<file path="config.mk">
export PLATFORM = sky130hd
export DESIGN_NAME = skew_alu
export DESIGN_NICKNAME = d
export VERILOG_FILES = /design/src/rtl/skew_alu_pkg.sv /design/src/rtl/slice_core.sv /design/src/rtl/skew_slice.sv /design/src/rtl/skew_alu.sv
export SDC_FILE = /design/constraint.sdc
export NUM_CORES = 1
export LEC_CHECK = 0
export BUFFER_PORTS_ARGS = -buffer_cell sky130_fd_sc_hd__buf_2
export CAP_MARGIN = 10
export CORE_MARGIN = 5
export CORE_UTILIZATION = 50
export DETAILED_ROUTE_END_ITERATION = 8
export PLACE_DENSITY = 0.79
export SLEW_MARGIN = 20
export SYNTH_ARGS = -nofsm -noshare
export SYNTH_HDL_FRONTEND = slang
export SYNTH_HIERARCHICAL = 1
export SYNTH_SLANG_ARGS = --single-unit
</file>
<file path="constraint.sdc">
create_clock -name clk -period 3.5 [get_ports clk]
set_input_delay 0.525 -clock clk [delete_from_list [all_inputs] [get_ports clk]]
set_output_delay 0.525 -clock clk [all_outputs]
set_load 0.005 [all_outputs]
</file>
<file path="src/rtl/skew_alu_pkg.sv">
package skew_alu_pkg;
    typedef enum logic [2:0] {
        OP_ADD = 3'd0,
        OP_SUB = 3'd1,
        OP_AND = 3'd2,
        OP_OR  = 3'd3,
        OP_XOR = 3'd4,
        OP_NOR = 3'd5,
        OP_SLT = 3'd6,
        OP_NOP = 3'd7
    } alu_op_e;

    typedef struct packed {
        logic    vld;
        alu_op_e op;
    } lane_ctl_t;

    function automatic logic op_inverts_b(alu_op_e op);
        return (op == OP_SUB) || (op == OP_SLT);
    endfunction

    function automatic logic op_is_arith(alu_op_e op);
        return (op == OP_ADD) || (op == OP_SUB) || (op == OP_SLT);
    endfunction
endpackage

</file>
<file path="src/rtl/slice_core.sv">
module slice_core
    import skew_alu_pkg::*;
#(
    parameter int SW = 4
) (
    input  alu_op_e        op,
    input  logic [SW-1:0]  a,
    input  logic [SW-1:0]  b,
    input  logic           cin,
    output logic [SW-1:0]  res,
    output logic           cout,
    output logic           ovf_raw,
    output logic           slt_raw
);
    logic [SW-1:0] b_eff;
    logic [SW:0]   sum;

    always_comb begin
        b_eff   = op_inverts_b(op) ? ~b : b;
        sum     = {1'b0, a} + {1'b0, b_eff} + {{SW{1'b0}}, cin};
        unique case (op)
            OP_ADD, OP_SUB: res = sum[SW-1:0];
            OP_AND:         res = a & b;
            OP_OR:          res = a | b;
            OP_XOR:         res = a ^ b;
            OP_NOR:         res = ~(a | b);
            default:        res = '0;
        endcase
        cout    = op_is_arith(op) ? sum[SW] : 1'b0;
        ovf_raw = (a[SW-1] == b_eff[SW-1]) && (sum[SW-1] != a[SW-1]);
        slt_raw = sum[SW-1] ^ ovf_raw;
    end
endmodule

</file>
<file path="src/rtl/skew_slice.sv">
module skew_slice
    import skew_alu_pkg::*;
#(
    parameter int SW     = 4,
    parameter bit IS_MSB = 1'b0
) (
    input  logic           clk,
    input  logic           rst_n,
    input  lane_ctl_t      ctl_i,
    input  logic [SW-1:0]  a_i,
    input  logic [SW-1:0]  b_i,
    input  logic           cin_i,
    output lane_ctl_t      ctl_o,
    output logic [SW-1:0]  res_o,
    output logic           cout_o,
    output logic           ovf_o,
    output logic           slt_o
);
    typedef struct packed {
        lane_ctl_t     ctl;
        logic [SW-1:0] res;
        logic          cout;
        logic          ovf;
        logic          slt;
    } slice_st_t;

    slice_st_t     st_d, st_q;
    logic [SW-1:0] core_res;
    logic          core_cout, core_ovf, core_slt;

    slice_core #(.SW(SW)) u_core (
        .op      (ctl_i.op),
        .a       (a_i),
        .b       (b_i),
        .cin     (cin_i),
        .res     (core_res),
        .cout    (core_cout),
        .ovf_raw (core_ovf),
        .slt_raw (core_slt)
    );

    always_comb begin
        st_d      = st_q;
        st_d.ctl  = ctl_i;
        st_d.res  = core_res;
        st_d.cout = ctl_i.vld & core_cout;
        st_d.ovf  = IS_MSB && ctl_i.vld && core_ovf
                    && ((ctl_i.op == OP_ADD) || (ctl_i.op == OP_SUB));
        st_d.slt  = IS_MSB && ctl_i.vld && core_slt && (ctl_i.op == OP_SLT);
    end

    always_ff @(posedge clk or negedge rst_n) begin
        if (!rst_n) st_q <= '0;
        else        st_q <= st_d;
    end

    assign ctl_o  = st_q.ctl;
    assign res_o  = st_q.res;
    assign cout_o = st_q.cout;
    assign ovf_o  = st_q.ovf;
    assign slt_o  = st_q.slt;
endmodule

</file>
<file path="src/rtl/skew_alu.sv">
module skew_alu
    import skew_alu_pkg::*;
#(
    parameter int SW     = 4,
    parameter int SLICES = 8,
    localparam int W     = SW * SLICES
) (
    input  logic              clk,
    input  logic              rst_n,
    input  logic              issue_vld,
    input  logic [2:0]        issue_op,
    input  logic [W-1:0]      a_sk,
    input  logic [W-1:0]      b_sk,
    output logic [W-1:0]      res_sk,
    output logic [SLICES-1:0] res_vld,
    output logic              ovf_flag,
    output logic              slt_bit
);
    lane_ctl_t         ctl_src [SLICES];
    lane_ctl_t         ctl_w   [SLICES];
    logic              cin_src [SLICES];
    logic              carry_w [SLICES];
    logic [SLICES-1:0] ovf_w, slt_w;

    for (genvar k = 0; k < SLICES; k++) begin : g_lane
        if (k == 0) begin : g_head
            assign ctl_src[k] = '{vld: issue_vld, op: alu_op_e'(issue_op)};
            assign cin_src[k] = issue_vld & op_inverts_b(alu_op_e'(issue_op));
        end else begin : g_body
            assign ctl_src[k] = ctl_w[k-1];
            assign cin_src[k] = carry_w[k-1];


            skew_step_chk: assert property (@(posedge clk) disable iff (!rst_n)
                ctl_w[k].vld == $past(ctl_w[k-1].vld));
        end

        skew_slice #(.SW(SW), .IS_MSB(k == SLICES - 1)) u_slice (
            .clk    (clk),
            .rst_n  (rst_n),
            .ctl_i  (ctl_src[k]),
            .a_i    (a_sk[k*SW +: SW]),
            .b_i    (b_sk[k*SW +: SW]),
            .cin_i  (cin_src[k]),
            .ctl_o  (ctl_w[k]),
            .res_o  (res_sk[k*SW +: SW]),
            .cout_o (carry_w[k]),
            .ovf_o  (ovf_w[k]),
            .slt_o  (slt_w[k])
        );

        assign res_vld[k] = ctl_w[k].vld;


        carry_quiet_chk: assert property (@(posedge clk) disable iff (!rst_n)
            carry_w[k] |-> (ctl_w[k].vld && op_is_arith(ctl_w[k].op)));
    end

    assign ovf_flag = |ovf_w;
    assign slt_bit  = |slt_w;


    ovf_lane_chk: assert property (@(posedge clk) disable iff (!rst_n)
        ovf_flag |-> (res_vld[SLICES-1] &&
                      ((ctl_w[SLICES-1].op == OP_ADD) || (ctl_w[SLICES-1].op == OP_SUB))));


    slt_lane_chk: assert property (@(posedge clk) disable iff (!rst_n)
        slt_bit |-> (res_vld[SLICES-1] && (ctl_w[SLICES-1].op == OP_SLT)));


    slt_low_zero_chk: assert property (@(posedge clk) disable iff (!rst_n)
        (res_vld[0] && (ctl_w[0].op == OP_SLT)) |-> (res_sk[SW-1:0] == '0));


    reset_quiet_chk: assert property (@(posedge clk)
        !rst_n |-> (res_vld == '0 && !ovf_flag && !slt_bit));
endmodule

</file>
==> results_dict.tcl, run 1 <==
set metrics [dict create \
    status "completed" \
    grtUsageMet2 0.305 \
    fmax_ghz 0.369 \
    avgSynthCellArea_um2 10.1 \
    hold_buffers 0 \
    tightest_slew_ps 894 \
    cts_setup_buffers 0 \
    clock-root-buffer "clkbuf_16" \
    cp_common_cell "fa_1" \
    leakagePower_uw 0.00370 \
    initial_core_util 0.510 \
    fin_crit_sh 0.775 \
    setup_violations 0 \
    hold_slack_ps 305 \
    hp-class "in2async" \
    slew_violations 0 \
    cts_resized 0 \
    cp.buffers_inverters 1 \
    drt-vias-per-instance 5.13 \
    fillers 1142 \
    startpoint_type "flop" \
    grt_pass1_vias 4747 \
    vias 4680 \
    rows 41 \
    cp.arrival_ps 2970 \
    setup-tns-final_ps 0 \
    yosysWarnings 6 \
    areaGrowthSynthToFinish_pct 12.5 \
    endpoint_kind "flop" \
    dp_hpwl_um 9810 \
    wl_per_cell_um 13.6 \
    synthCells 639 \
    p_per_area_nw_per_um2 359 \
    reg2reg_depth 8 \
    h-tree-depth 3 \
    reg2reg_to "g_lane[6].u_slice/res_o[1]" \
    peakVddDrop_v 0.000314 \
    p_total_uw 2600 \
    ff_latch_area_um2 1750 \
    first_iter_violations 274 \
    multi_input_area_um2 4020 \
    fin_util 0.573 \
    finalNetCount 910 \
    critical_path.max_stage_delay_ps 690 \
    path_max_fanout 12 \
    die_h_um 123 \
    core_um2 12600 \
    cts_tree "yes" \
    busiest_layer "met2" \
    clock_path_buffers 2 \
    numCtsBuffers 9 \
    path_clk_slew_ps 60 \
    cpLargestDelayFamily "adder cells" \
    worst_skew_pair.late_latency_ps 340 \
    syn-cell-area_um2 6430 \
    r2r-start "g_lane[5].u_slice/ctl_o[0]" \
    io_pins 112 \
    max_cap_violations 0 \
    diodes 0 \
    drcViolationCount 0 \
    io_buffers 111 \
    wl_um 12400 \
    drive_above_1_share 0.220 \
    grt_max_degree 71 \
    slowest_stage "dfrtp_1" \
    dieWidth_um 123 \
    grt_overflow 0 \
    rsz0062_at_grt "no" \
    grt_pass1_wl_um 21200 \
    critPathKind "reg2reg" \
    required_ps 3750 \
    track_usage 0.174 \
    period_minus_slack_ps 2710 \
    ff2ff_setup_slack_ps 790 \
    final_common_cell "buf_2" \
    path_cells "and3b_1, a21oi_4, xnor2_1, fa_1, inv_1, fa_1, mux2_2, o22ai_1" \
    ant_nets 0 \
    gr-usage-met3 0.0499 \
    hold_violations 0 \
    firstDrtPassIters 4 \
    grt_use_met1 0.203 \
    die_area_um2 15200 \
    antenna_found_initial 0 \
    clkSinkCount 70 \
    slew_headroom 0.404 \
    finalClockSkew_ps 7.84 \
    gp_congestion 0.859 \
    final_cell_mix "buf_2 (110), inv_1 (99), ha_1 (88)" \
]
state kept, by name, summed over array words and instances, names as in the netlist:
register,count
g_lane.u_slice/cout_o,7
g_lane.u_slice/ctl_o,29
g_lane.u_slice/ovf_o,1
g_lane.u_slice/res_o,32
g_lane.u_slice/slt_o,1
per-layer routing:
layer  wire length [µm]  part of all wire  vias to the layer above
li1                   -                 -                     2326
met1               5160              0.41                     2213
met2               6210              0.50                      121
met3                860             0.069                       20
met4                212             0.017                        0
met5                  0                 0                        -
worst max path at each step:
stage                               start                          to  slack [ps]  cells past startpoint
6_report       g_lane[5].u_slice/ctl_o[0]  g_lane[6].u_slice/res_o[1]         790                      8
5_1_grt        g_lane[4].u_slice/ctl_o[0]  g_lane[5].u_slice/res_o[1]         620                      8
3_5_place_dp                  issue_op[0]  g_lane[0].u_slice/res_o[1]         690                      9
2_1_floorplan                 issue_op[1]  g_lane[0].u_slice/res_o[1]        1030                      9
4_1_cts        g_lane[5].u_slice/ctl_o[0]  g_lane[6].u_slice/res_o[1]         780                      8
3_3_place_gp                  issue_op[0]  g_lane[0].u_slice/res_o[1]         760                      9
power by group:
group	leakage [µW]	internal [µW]	switching, µW
clock	0.000136	557	375
combinational	0.00270	359	360
sequential	0.000863	884	62.3
total	0.00370	1800	797
layout make-up:
type,count,share of cell area
multi-input combinational,443,0.556
sequential,70,0.242
timing repair buffer,113,0.0792
inverter,99,0.0514
clock buffer,10,0.0317
tap,172,0.0298
clock inverter,6,0.00969
through the flow:
step | cell area (µm²) | setup WS (ps) | std cells
floorplan | 6460 | 1030 | 646
global placement | 6930 | 759 | 897
detailed placement | 6930 | 693 | 897
CTS | 7230 | 782 | 913
global route | 7230 | 618 | 913
finish | 7230 | 789 | 913
Power figures use the tool's default switching activity.
==> run 2: changes to the inputs <==
Settings changed: ABC_AREA set to 1.
Clock period 3.5 ns to 2.6 ns, I/O delays scaled along.
==> results_dict.tcl, run 2 <==
set metrics [dict create \
    status "completed" \
    final_cell_mix "inv_1 (189), nand2_1 (175), buf_2 (110)" \
    startpoint_type "flop" \
    vias 5949 \
    crit_path_end "g_lane[4].u_slice/cout_o" \
    synthCells 928 \
    grt_pass1_vias 5927 \
    setup-tns-final_ps 0 \
    endpoint_kind "flop" \
    finalNetCount 1214 \
    dieWidth_um 127 \
    period_minus_slack_ps 2380 \
    h-tree-depth 3 \
    finalClockSkew_ps 8.23 \
    die_h_um 127 \
    rows 43 \
    final_common_cell "inv_1" \
    met2_length_um 7800 \
    first_iter_violations 235 \
    core_um2 13700 \
    grt_pass1_wl_um 25900 \
    cts_setup_buffers 0 \
    wl_met3_um 1130 \
    max_cap_violations 0 \
    wl_um 15100 \
    cp.arrival_ps 2660 \
    initial_core_util 0.503 \
    antenna_found_initial 2 \
    p_int_uw 2310 \
    ff2ff_setup_slack_ps 220 \
    cts_resized 0 \
    reg2reg_to "g_lane[4].u_slice/cout_o" \
    die_area_um2 16200 \
    rsz0062_at_grt "no" \
    worst_skew_pair.late_latency_ps 340 \
    reg2reg_depth 12 \
    final_cell_area_um2 7820 \
    r2r-start "g_lane[3].u_slice/ctl_o[1]" \
    largest_register_ffs 32 \
    drive_above_1_share 0.175 \
    wl_per_cell_um 12.3 \
    dp_hpwl_um 12300 \
    cts_tree "yes" \
    fin_crit_sh 0.917 \
    p_per_area_nw_per_um2 443 \
    syn-cell-area_um2 6900 \
    m1WireLength_um 5950 \
    grt_overflow 0 \
    crit_path_start "g_lane[3].u_slice/ctl_o[1]" \
    firstDrtPassIters 5 \
    ant_nets 0 \
    p_comb_frac 0.298 \
    hp-class "in2async" \
    leakagePower_uw 0.00449 \
    drcViolationCount 0 \
    fin_util 0.570 \
    clock_path_buffers 2 \
    drt-vias-per-instance 4.85 \
    hold_violations 0 \
    gp_congestion 0.917 \
    avgSynthCellArea_um2 7.43 \
    slew_violations 0 \
    hold_buffers 0 \
    grt_max_degree 71 \
    yosysWarnings 6 \
    peakVddDrop_v 0.000343 \
    power.switching_uw 1150 \
    fmax_ghz 0.420 \
    pwr-share-seq 0.362 \
    io_buffers 111 \
    path_max_fanout 7 \
    clkSinkCount 70 \
    io_pins 112 \
    pwr-share-clk 0.340 \
    hold_slack_ps 64.5 \
    fillers 1246 \
    critPathKind "reg2reg" \
    required_ps 2880 \
    setup_violations 0 \
    path_clk_slew_ps 60 \
    clock-root-buffer "clkbuf_16" \
    placed_area_um2 7530 \
    top_layer "met5" \
    track_usage 0.194 \
    numCtsBuffers 9 \
    p_sw_frac 0.333 \
    areaGrowthSynthToFinish_pct 13.3 \
]
-- run 2: cell type report --
type | instances | area, µm² | share of cell area
diodes | 1 | 2.50 | 0.000320
clock buffers | 11 | 253 | 0.0323
clock inverters | 5 | 33.8 | 0.00432
inverters | 192 | 721 | 0.0922
multi-input cells | 639 | 4130 | 0.528
flip-flops and latches | 70 | 1750 | 0.224
well taps | 180 | 225 | 0.0288
repair buffers | 128 | 698 | 0.0893
-- run 2: worst min path at each step --
stage	from	to	slack [ps]	depth (start not counted)
2_1_floorplan	rst_n	g_lane[0].u_slice/cout_o	90	0
3_3_place_gp	g_lane[2].u_slice/ctl_o[3]	g_lane[3].u_slice/ctl_o[3]	380	0
4_1_cts	rst_n	g_lane[3].u_slice/res_o[2]	60	2
6_report	rst_n	g_lane[7].u_slice/res_o[2]	60	2
5_1_grt	rst_n	g_lane[3].u_slice/res_o[2]	90	2
3_5_place_dp	g_lane[0].u_slice/ctl_o[3]	g_lane[1].u_slice/ctl_o[3]	390	0
-- run 2: power by group through the flow --
stage	clock, µW	sequential (µW)	combinational (µW)
finish	1180	1250	1030
global placement	0	1270	1000
detailed placement	0	1270	1030
global route	1270	1270	1200
CTS	1210	1260	1040
floorplan	0	1270	697
-- run 2: worst max-delay path: stages, from the launching register on --
cell      delay [ps]
dfrtp_1          470
nor2_2           230
nand2_2           90
nand2_4          110
xor2_1           180
fa_1             240
inv_1             70
fa_1             380
nor2_1           140
o21ai_0           80
a21boi_0         200
nand2_1           70
inv_1             60
-- run 2: per-stage QoR --
step	std cells	worst slack, ps	total power [µW]
2_1_floorplan	935	499	1960
3_3_place_gp	1209	228	2280
3_5_place_dp	1209	209	2300
4_1_cts	1225	187	3510
5_1_grt	1226	19.1	3730
6_report	1226	217	3460
-- run 2: metal layers --
metal | track usage | vias up
met5 | 0 | -
met4 | 0.0549 | 2
met3 | 0.0619 | 30
met2 | 0.357 | 174
met1 | 0.213 | 2661
li1 | - | 3082
==> run 3: changes to the inputs <==
Settings changed: RECOVER_POWER set to 100, SETUP_SLACK_MARGIN set to 0.4.
==> results_dict.tcl, run 3 (same netlist as run 2, synthesis figures left out) <==
set metrics [dict create \
    cpLargestDelayFamily "adder cells" \
    p_per_area_nw_per_um2 433 \
    path_cells "clkbuf_4, nand3_2, nand2_1, xor2_4, fa_2, inv_1, fa_1, nor3_2, nor2_1, nand3_1" \
    reg2reg_to "g_lane[7].u_slice/res_o[1]" \
    clock-root-buffer "clkbuf_16" \
    clkSinkCount 70 \
    wl_per_cell_um 12.8 \
    slew_violations 71 \
    p_sw_frac 0.337 \
    grt_overflow 0 \
    io_buffers 111 \
    slew_headroom -0.201 \
    fin_crit_sh 0.880 \
    violations "capacitance limit, slew limit" \
    die_area_um2 16200 \
    clock_path_buffers 2 \
    drive_above_1_share 0.199 \
    grt_pass1_wl_um 26900 \
    p_int_uw 2370 \
    gp_congestion 0.917 \
    peakVddDrop_v 0.000351 \
    path_clk_slew_ps 60 \
    io_pins 112 \
    final_common_cell "inv_1" \
    die_h_um 127 \
    grt_pass1_vias 6241 \
    initial_core_util 0.503 \
    numCtsBuffers 9 \
    fmax_ghz 0.437 \
    critical_path.max_stage_delay_ps 430 \
    antenna_found_initial 2 \
    p_comb_frac 0.319 \
    holdPathStages 1 \
    ant_nets 0 \
    final_cell_mix "inv_1 (186), nand2_1 (177), ha_1 (88)" \
    hold_violations 0 \
    status "complete, but fails checks" \
    final_cell_area_um2 8230 \
    critPathKind "reg2reg" \
    pwr-share-seq 0.350 \
    setup-tns-final_ps 0 \
    finalClockSkew_ps 6.36 \
    r2r-start "g_lane[6].u_slice/ctl_o[1]" \
    firstDrtPassIters 5 \
    rsz0062_at_grt "yes" \
    pwr-share-clk 0.331 \
    path_max_fanout 4 \
    hp-class "in2reg" \
    slowest_stage "dfrtp_1" \
    power.switching_uw 1200 \
    cp.arrival_ps 2560 \
    min_to "g_lane[0].u_slice/ctl_o[3]" \
    endpoint_kind "flop" \
    drt-vias-per-instance 4.89 \
    rows 43 \
    areaGrowthSynthToFinish_pct 19.4 \
    ff2ff_setup_slack_ps 310 \
    tightest_slew_ps 1800 \
    worst_skew_pair.late_latency_ps 340 \
    hp-start "issue_vld" \
    cts_tree "yes" \
    startpoint_type "flop" \
    grt_max_degree 71 \
    first_iter_violations 366 \
    cp.buffers_inverters 2 \
    finalNetCount 1267 \
    h-tree-depth 3 \
    period_minus_slack_ps 2290 \
    placed_area_um2 7530 \
    wl_um 16400 \
    required_ps 2870 \
    core_um2 13700 \
    track_usage 0.201 \
    leakagePower_uw 0.00462 \
    max_cap_violations 1 \
    reg2reg_depth 10 \
    dp_hpwl_um 12300 \
    setup_violations 0 \
    vias 6253 \
    dieWidth_um 127 \
    drcViolationCount 0 \
    largest_register_ffs 32 \
]
run 3: area by class of cell:
type / instances / area, µm²
Clock inverter: 5 / 33.8
Timing Repair Buffer: 181 / 1010
Clock buffer: 11 / 253
Multi-Input combinational cell: 639 / 4230
Inverter: 192 / 721
Sequential cell: 70 / 1760
Tap cell: 180 / 225
Antenna cell: 1 / 2.50
Fill cell: 1208 / 5490
run 3: routing by layer:
layer | vias to the layer above | GRT usage | wire (µm)
li1 | 3177 | - | -
met1 | 2866 | 0.214 | 6320
met2 | 169 | 0.378 | 8610
met3 | 39 | 0.0631 | 1110
met4 | 2 | 0.0593 | 340
met5 | - | 0 | 11
run 3: worst max-delay path by stage:
stage,slack [ps],from,cells after the start,to
after global routing,170,g_lane[2].u_slice/ctl_o[2],12,g_lane[3].u_slice/cout_o
after floorplan,500,g_lane[4].u_slice/ctl_o[1],13,g_lane[5].u_slice/cout_o
after detailed placement,210,g_lane[3].u_slice/ctl_o[1],12,g_lane[4].u_slice/cout_o
final,310,g_lane[6].u_slice/ctl_o[1],10,g_lane[7].u_slice/res_o[1]
after global placement,230,g_lane[3].u_slice/ctl_o[1],12,g_lane[4].u_slice/cout_o
after CTS,360,g_lane[3].u_slice/ctl_o[1],12,g_lane[4].u_slice/cout_o
run 3: per-stage QoR:
stage                      util  setup WS [ps]  hold WS, ps  std cells  total power, µW
after floorplan               -            499         94.4        935             1960
after global placement    0.549            228          385       1209             2280
after detailed placement  0.549            209          393       1209             2300
after CTS                 0.589            361         62.4       1250             3560
after global routing      0.600            173          200       1279             3830
final                     0.600            313          205       1279             3570
run 3: power groups by stage:
stage | sequential (µW) | combinational, µW | clock [µW]
2_1_floorplan | 1270 | 697 | 0
3_3_place_gp | 1270 | 1000 | 0
3_5_place_dp | 1270 | 1030 | 0
4_1_cts | 1250 | 1090 | 1210
5_1_grt | 1260 | 1300 | 1270
6_report | 1250 | 1140 | 1180
run 3: timing repair:
item | 4_1_cts | 5_1_grt
hold buffers | 0 | 0
pin swaps | 13 | 28
buffers inserted | 25 | 28
resized for setup | 31 | 30
endpoints found under the setup margin | 18 | 18
